===== src/rtl/disp_regfront_pkg.sv =====
package disp_regfront_pkg;

  typedef logic [7:0] byte_t;

  // pointer step, wrapping at the byte boundary
  function automatic byte_t ptr_step(input byte_t p);
    return p + 8'd1;
  endfunction

  // value the control register returns for a given request state
  function automatic byte_t ctl_readback(input logic req, input int unsigned req_bit,
                                         input int unsigned gnt_bit);
    byte_t v;
    v = '0;
    if (req) begin
      v[req_bit] = 1'b1;
      v[gnt_bit] = 1'b1;
    end
    return v;
  endfunction

endpackage


===== src/rtl/disp_ptr_unit.sv =====
module disp_ptr_unit
  import disp_regfront_pkg::*;
(
  input  logic  clk,
  input  logic  rst_n,
  input  logic  ev_wr_start,
  input  logic  ev_rd_start,
  input  logic  ev_wr_byte,
  input  logic  ev_rd_req,
  input  byte_t wr_byte,
  output byte_t ptr,
  output logic  data_wr
);

  logic  expect_ptr;
  logic  ptr_load;

  assign ptr_load = ev_wr_byte && expect_ptr && !ev_wr_start && !ev_rd_start;
  assign data_wr  = ev_wr_byte && !expect_ptr && !ev_wr_start && !ev_rd_start;

  always_ff @(posedge clk) begin
    if (!rst_n) begin
      ptr        <= '0;
      expect_ptr <= 1'b0;
    end else if (ev_wr_start) begin
      expect_ptr <= 1'b1;
    end else if (ev_rd_start) begin
      expect_ptr <= 1'b0;
    end else if (ptr_load) begin
      ptr        <= wr_byte;
      expect_ptr <= 1'b0;
    end else if (data_wr || ev_rd_req) begin
      ptr        <= ptr_step(ptr);
    end
  end

endmodule


===== src/rtl/disp_ddc_ctl.sv =====
module disp_ddc_ctl
  import disp_regfront_pkg::*;
#(
  parameter int unsigned REQ_BIT = 2,
  parameter int unsigned GNT_BIT = 1
) (
  input  logic  clk,
  input  logic  rst_n,
  input  logic  ctl_wr,
  input  byte_t wr_byte,
  output logic  ddc_req,
  output logic  ddc_mode
);

  logic want_req;
  logic want_gnt;

  assign want_req = wr_byte[REQ_BIT];
  assign want_gnt = wr_byte[GNT_BIT];

  always_ff @(posedge clk) begin
    if (!rst_n) begin
      ddc_req  <= 1'b0;
      ddc_mode <= 1'b0;
    end else if (ctl_wr) begin
      if (want_req) begin
        ddc_req <= 1'b1;
        if (want_gnt) ddc_mode <= 1'b1;
      end else begin
        ddc_req  <= 1'b0;
        ddc_mode <= 1'b0;
      end
    end
  end

endmodule


===== src/rtl/disp_rd_mux.sv =====
module disp_rd_mux
  import disp_regfront_pkg::*;
#(
  parameter byte_t       CTL_ADDR  = 8'h1A,
  parameter byte_t       ID_ADDR   = 8'h1B,
  parameter byte_t       STAT_ADDR = 8'h3D,
  parameter byte_t       ID_VALUE  = 8'hB0,
  parameter byte_t       STAT_VAL  = 8'h04,
  parameter int unsigned REQ_BIT   = 2,
  parameter int unsigned GNT_BIT   = 1
) (
  input  byte_t ptr,
  input  logic  ddc_req,
  output byte_t rd_next
);

  always_comb begin
    rd_next = '0;
    if (ptr == CTL_ADDR)       rd_next = ctl_readback(ddc_req, REQ_BIT, GNT_BIT);
    else if (ptr == ID_ADDR)   rd_next = ID_VALUE;
    else if (ptr == STAT_ADDR) rd_next = STAT_VAL;
  end

endmodule


===== src/rtl/disp_i2c_regfront.sv =====
module disp_i2c_regfront
  import disp_regfront_pkg::*;
#(
  parameter byte_t       CTL_ADDR  = 8'h1A,
  parameter byte_t       ID_ADDR   = 8'h1B,
  parameter byte_t       IEN_ADDR  = 8'h3C,
  parameter byte_t       STAT_ADDR = 8'h3D,
  parameter byte_t       ID_VALUE  = 8'hB0,
  parameter int unsigned PLUG_BIT  = 2,
  parameter int unsigned REQ_BIT   = 2,
  parameter int unsigned GNT_BIT   = 1
) (
  input  logic       clk,
  input  logic       rst_n,
  input  logic       ev_wr_start,
  input  logic       ev_rd_start,
  input  logic       ev_wr_byte,
  input  logic [7:0] wr_byte,
  input  logic       ev_rd_req,
  output logic [7:0] rd_byte,
  output logic       ddc_mode
);

  localparam byte_t STAT_VAL = byte_t'(1) << PLUG_BIT;

  byte_t ptr;
  byte_t rd_next;
  logic  data_wr;
  logic  ctl_wr;
  logic  ien_wr;
  logic  ddc_req;

  disp_ptr_unit u_ptr (
    .clk        (clk),
    .rst_n      (rst_n),
    .ev_wr_start(ev_wr_start),
    .ev_rd_start(ev_rd_start),
    .ev_wr_byte (ev_wr_byte),
    .ev_rd_req  (ev_rd_req),
    .wr_byte    (wr_byte),
    .ptr        (ptr),
    .data_wr    (data_wr)
  );

  // named events for the checker
  assign ctl_wr = data_wr && (ptr == CTL_ADDR);
  assign ien_wr = data_wr && (ptr == IEN_ADDR);

  disp_ddc_ctl #(.REQ_BIT(REQ_BIT), .GNT_BIT(GNT_BIT)) u_ctl (
    .clk     (clk),
    .rst_n   (rst_n),
    .ctl_wr  (ctl_wr),
    .wr_byte (wr_byte),
    .ddc_req (ddc_req),
    .ddc_mode(ddc_mode)
  );

  disp_rd_mux #(
    .CTL_ADDR (CTL_ADDR),
    .ID_ADDR  (ID_ADDR),
    .STAT_ADDR(STAT_ADDR),
    .ID_VALUE (ID_VALUE),
    .STAT_VAL (STAT_VAL),
    .REQ_BIT  (REQ_BIT),
    .GNT_BIT  (GNT_BIT)
  ) u_mux (
    .ptr    (ptr),
    .ddc_req(ddc_req),
    .rd_next(rd_next)
  );

  always_ff @(posedge clk) begin
    if (!rst_n)         rd_byte <= '0;
    else if (ev_rd_req) rd_byte <= rd_next;
  end

endmodule


===== config.mk =====
export PLATFORM = sky130hd
export DESIGN_NAME = disp_i2c_regfront
export DESIGN_NICKNAME = d
export VERILOG_FILES = /design/src/rtl/disp_regfront_pkg.sv /design/src/rtl/disp_ptr_unit.sv /design/src/rtl/disp_ddc_ctl.sv /design/src/rtl/disp_rd_mux.sv /design/src/rtl/disp_i2c_regfront.sv
export SDC_FILE = /design/constraint.sdc
export NUM_CORES = 1
export LEC_CHECK = 0
export BUFFER_PORTS_ARGS = -buffer_cell sky130_fd_sc_hd__buf_2
export CORE_MARGIN = 5
export CORE_UTILIZATION = 35
export CTS_CLUSTER_SIZE = 8
export DETAILED_ROUTE_END_ITERATION = 16
export SETUP_SLACK_MARGIN = 0.3
export SLEW_MARGIN = 5
export SYNTH_ARGS = -nofsm -noshare
export SYNTH_HDL_FRONTEND = slang
export SYNTH_SLANG_ARGS = --single-unit

===== constraint.sdc =====
create_clock -name clk -period 2 [get_ports clk]
set_input_delay 0.2 -clock clk [delete_from_list [all_inputs] [get_ports clk]]
set_output_delay 0.2 -clock clk [all_outputs]
set_load 0.03 [all_outputs]

# == Yosys cells after proc, flatten, opt, wreduce, memory -nomap -nowiden ==
# Cells that the tools add are included.
# word_totals
reg_bits,19
input_bits,14
word_cells,39
# op_classes
n_addsub,1
n_eq_ne,4
mux,12
bitwise_logic,2
n_reduce_logical,15
# op_table
op,count
2-to-1 mux 8 bit,4
"equality test 8 x 5 -> 1 bit, second input constant",2
"adder 8 x 1 -> 8 bit, second input constant",1
"equality test 8 x 6 -> 1 bit, second input constant",1
logical AND 1 bit,7
2-to-1 mux 1 bit,6
logical NOT 1 bit,3
2-to-1 mux 3 bit,1
AND reduction 3 bit,1
nonzero test 3 bit,1
2-to-1 mux 2 bit,1
"!= test 2 bit, second input constant",1
inverter 1 bit,2
AND reduction 2 bit,1
nonzero test 2 bit,1
logical OR 1 bit,1

# == Longest topological paths before layout ==
# depth
word_depth,7
mapped_depth,6
mapped_depth_nobuf,6

# == Modules after synthesis ==
# From an unflattened synthesis, not the netlist that was laid out.
# unflattened
cells_unflattened,120
hier_area_um2,1068.5
# modules_own_cells
mod,n_inst,cells_per_inst,area_each_um2,seq_area_each_um2
disp_ptr_unit,1,70,551.8,180.2
disp_i2c_regfront,1,28,329.1,160.2
disp_rd_mux,1,14,108.9,0.0
disp_ddc_ctl,1,8,78.8,40.0

# == Least setup slack after synthesis ==
# OpenSTA, ideal clock, no wires.
# synth_path
path_kind,flip-flop to flip-flop
start,reg u_ptr.ptr[5]
end,reg u_ctl.ddc_mode
arrival_ns,1.617
required_ns,1.881
slack_ns,0.265
path_stages_with_launch,4
synth_period_minus_slack_ns,1.735
path_cell_list,dfxtp_1 -> or4_1 -> or4_4 -> o221a_2
# synth_via
elab_chain_len,3
# synth_lines
item,line,text
"start, declared",disp_ptr_unit.sv:11,"output byte_t ptr,"
"start signal, assigned",disp_ptr_unit.sv:30,ptr <= wr_byte;
"start signal, assigned",disp_ptr_unit.sv:33,ptr <= ptr_step(ptr);
equality test 8 x 5 -> 1 bit,disp_i2c_regfront.sv:46,assign ctl_wr = data_wr && (ptr == CTL_ADDR);
logical AND 1 bit,disp_i2c_regfront.sv:46,
AND reduction 2 bit (no line),n/a,
"end signal, assigned",disp_ddc_ctl.sv:24,ddc_mode <= 1'b0;
"end signal, assigned",disp_ddc_ctl.sv:28,if (want_gnt) ddc_mode <= 1'b1;
"end signal, assigned",disp_ddc_ctl.sv:31,ddc_mode <= 1'b0;
"end, declared",disp_ddc_ctl.sv:12,output logic ddc_mode
# No other way between the ends.
# A chain may end at the register's enable or synchronous reset.

# == Worst setup path after layout ==
# layout_path
start,reg u_ptr.expect_ptr
end,reg u_ctl.ddc_mode
# layout_via
elab_chain_len,6
# layout_lines
item,line,text
"start, declared",disp_ptr_unit.sv:15,logic expect_ptr;
"start signal, assigned",disp_ptr_unit.sv:24,expect_ptr <= 1'b0;
"start signal, assigned",disp_ptr_unit.sv:26,expect_ptr <= 1'b1;
"start signal, assigned",disp_ptr_unit.sv:28,expect_ptr <= 1'b0;
logical NOT 1 bit,disp_ptr_unit.sv:19,assign data_wr = ev_wr_byte && !expect_ptr && !ev_wr_start && !ev_rd_start;
logical AND 1 bit (3 in series),disp_ptr_unit.sv:19,
logical AND 1 bit,disp_i2c_regfront.sv:46,
AND reduction 2 bit (no line),n/a,
# No other way between the ends.

==> flow_metrics.py <==
metrics = {
    "status": {
        "outcome": "completed",
    },
    "floorplan": {
        "die_x_um": 58.4,
        "io_pins": 23,
        "core-area_um2": 2210,
        "fp.dieH_um": 58.4,
        "start_util": 0.370,
        "fp-row-count": 17,
        "dieArea_um2": 3400,
    },
    "logic_synthesis": {
        "seq_area_frac_synth": 0.343,
        "avgSynthCellArea_um2": 7.94,
        "synth_common_cells": "dfxtp_1, nand2_1, a21oi_1, nor2_1",
        "synth_top_area_cell": "dfxtp_1",
        "synth_cell_types": 34,
        "synth_area_um2": 818,
        "ys.flop_type": "dfxtp_1",
        "syn_inst": 103,
        "synth_edf_count": 0,
        "ys_seq_elements": 14,
        "synth_top_area_frac": 0.343,
        "synth_warnings": 0,
        "synth_area_leaders": "dfxtp_1, nand2_1, a21oi_1, buf_4, ha_1",
        "synthArstFlopShare": 0,
    },
    "drt": {
        "vias": 787,
        "drc_errors": 0,
        "wl_per_cell_um": 13.3,
        "antenna_left": 0,
        "routed_wl_um": 1990,
        "drt_iter0_drc": 16,
        "drt_first_pass_iters": 4,
        "avgViaCountPerCell": 5.28,
    },
    "timing": {
        "fin_ws_ns": 0.248,
        "rsz0062_at_grt": "yes",
        "period_minus_slack_ns": 1.75,
        "slew_viol_final": 0,
        "fmax_mhz": 571,
        "tightest_slew_ns": 0.616,
        "skew_ns": 0.00518,
        "slew_headroom": 0.587,
        "hold_viol": 0,
        "setup_viol": 0,
        "finalSetupTns_ns": 0,
        "fin_crit_sh": 0.876,
        "holdWs_ns": 0.183,
    },
    "worst_setup_path": {
        "path_max_fanout": 4,
        "start_kind": "register",
        "worstPathRequired_ns": 2.19,
        "crit_arrival_ns": 1.94,
        "path_class": "register to register",
        "endpoint_kind": "register",
    },
    "power_and_ir_drop": {
        "totalPowerFinal_mw": 0.571,
        "power_frac_seq": 0.511,
        "pwr-share-clk": 0.374,
        "power_frac_comb": 0.115,
        "power_density_nw_per_um2": 597,
        "total_leakage_power_nw": 0.384,
        "internal-power_mw": 0.422,
        "swShare": 0.260,
        "vdd_drop_max_uv": 390,
        "netSwitchingPower_mw": 0.149,
    },
    "layout": {
        "drive_above_1_share": 0.248,
        "seqCellArea_um2": 282,
        "fin_nets": 139,
        "antenna-diode-count": 0,
        "area_growth_pct": 17.0,
        "fillers": 242,
        "final_area_um2": 957,
        "multi_input_comb_area_um2": 487,
    },
    "placed_design": {
        "place.port_buffers": 19,
        "globalplace.congestion": 0.736,
        "dp_hpwl_um": 1480,
        "dpl_worst_slack_ns": 0.254,
        "post_dp_cell_area_um2": 920,
    },
    "job": {
        "max_cap_violations": 0,
    },
    "hold_path": {
        "hp-class": "primary input to register",
    },
    "clocking": {
        "cts.sinks": 14,
        "clkSlewWorstSetupHoldPaths_ns": 0.09,
        "cts-htree-levels": 1,
        "clock_latency_ns": 0.29,
        "cts_max_path_buffers": 2,
        "clockRootBuffer": "clkbuf_4",
        "numCtsBuffers": 3,
        "post_cts_buffers": 0,
        "cts_tree": "yes",
    },
    "global_routing": {
        "grt_overflow": 0,
        "grt_antenna_before_repair": 0,
        "grt_max_degree": 19,
        "grt_pass1_vias": 732,
        "grt_usage": 0.125,
        "grt_pass1_wl_um": 3260,
    },
}
## critical path, stage by stage (launching register included)
cell     delay (ns)
dfxtp_2        0.34
or4b_1         0.52
or4_4          0.51
o221a_2        0.28
## timing repair
| action | 4_1_cts | 5_1_grt |
|---|---|---|
| hold buffers | 0 | 0 |
| gates resized for setup | 1 | 0 |
| setup endpoints to repair | 1 | 1 |
## power by group through the flow
stage	Combinational (mW)	Sequential [mW]	Clock [mW]
after floorplan	0.0434	0.296	0
after global routing	0.0740	0.293	0.231
after detailed placement	0.0660	0.298	0
final	0.0656	0.292	0.213
after global placement	0.0642	0.298	0
after CTS	0.0661	0.292	0.218
## metal layers
layer,wire (µm),up-vias,share of wire,GRT usage
li1,-,407,-,-
met1,875,364,0.44,0.153
met2,1000,14,0.50,0.206
met3,97,2,0.049,0.0482
met4,12,0,0.0060,0.0298
met5,0,-,0,0
## layout by cell type, fill, tap and decap left out, drive strengths merged, types with 2 or more instances in the layout
cell and count:
o31a 3, nand3 4, o22ai 5, conb 3
inv 4, nand2 14, nand2b 2, a21oi 8
buf 20, a21boi 3, nor2b 2, nand4 2
ha 3, nor3 3, o21ai 3, clkbuf 4
nor3b 2, or4 2, nor2 8, dfxtp 14
o21a 2
## cell type report
type / count / area share
clock buffer: 4 / 0.0379
sequential: 14 / 0.294
multi-input combinational: 79 / 0.508
timing repair buffer: 20 / 0.107
tap: 28 / 0.0366
inverter: 4 / 0.0157
## state kept, by name (all words and copies together) (netlist names)
signal / cells
u_ptr.ptr: 8
rd_byte: 3
u_ctl.ddc_mode: 1
u_ctl.ddc_req: 1
u_ptr.expect_ptr: 1
## path summary, 6_finish.rpt
kind / end / startpoint / cells past startpoint / slack [ns]
setup reg to reg: u_ctl.ddc_mode$_SDFFE_PN0P_ / u_ptr.expect_ptr$_SDFFE_PN0P_ / 3 / 0.25
hold / removal: u_ctl.ddc_req$_SDFFE_PN0P_ / wr_byte[2] / 3 / 0.18
hold reg to reg: u_ctl.ddc_req$_SDFFE_PN0P_ / u_ctl.ddc_req$_SDFFE_PN0P_ / 2 / 0.48
setup / recovery: u_ctl.ddc_mode$_SDFFE_PN0P_ / u_ptr.expect_ptr$_SDFFE_PN0P_ / 3 / 0.25
## cell families (layout without fill, tap and decap cells)
kind of cell / after synthesis / in the layout / share of synthesized area
compound gates: 29 / 29 / 0.242
fa+ha+maj: 3 / 3 / 0.0459
buf+inv: 12 / 28 / 0.0795
flops: 14 / 14 / 0.343
other cells: 1 / 3 / 0.00458
simple gates: 44 / 44 / 0.286
## through the flow
| stage | instances | utilization |
|---|---|---|
| after detailed placement | 145 | 0.416 |
| after global routing | 149 | 0.433 |
| final | 149 | 0.433 |
| after floorplan | 105 | - |
| after CTS | 149 | 0.433 |
| after global placement | 145 | 0.416 |
No activity file was read; power rests on OpenSTA's default activity.
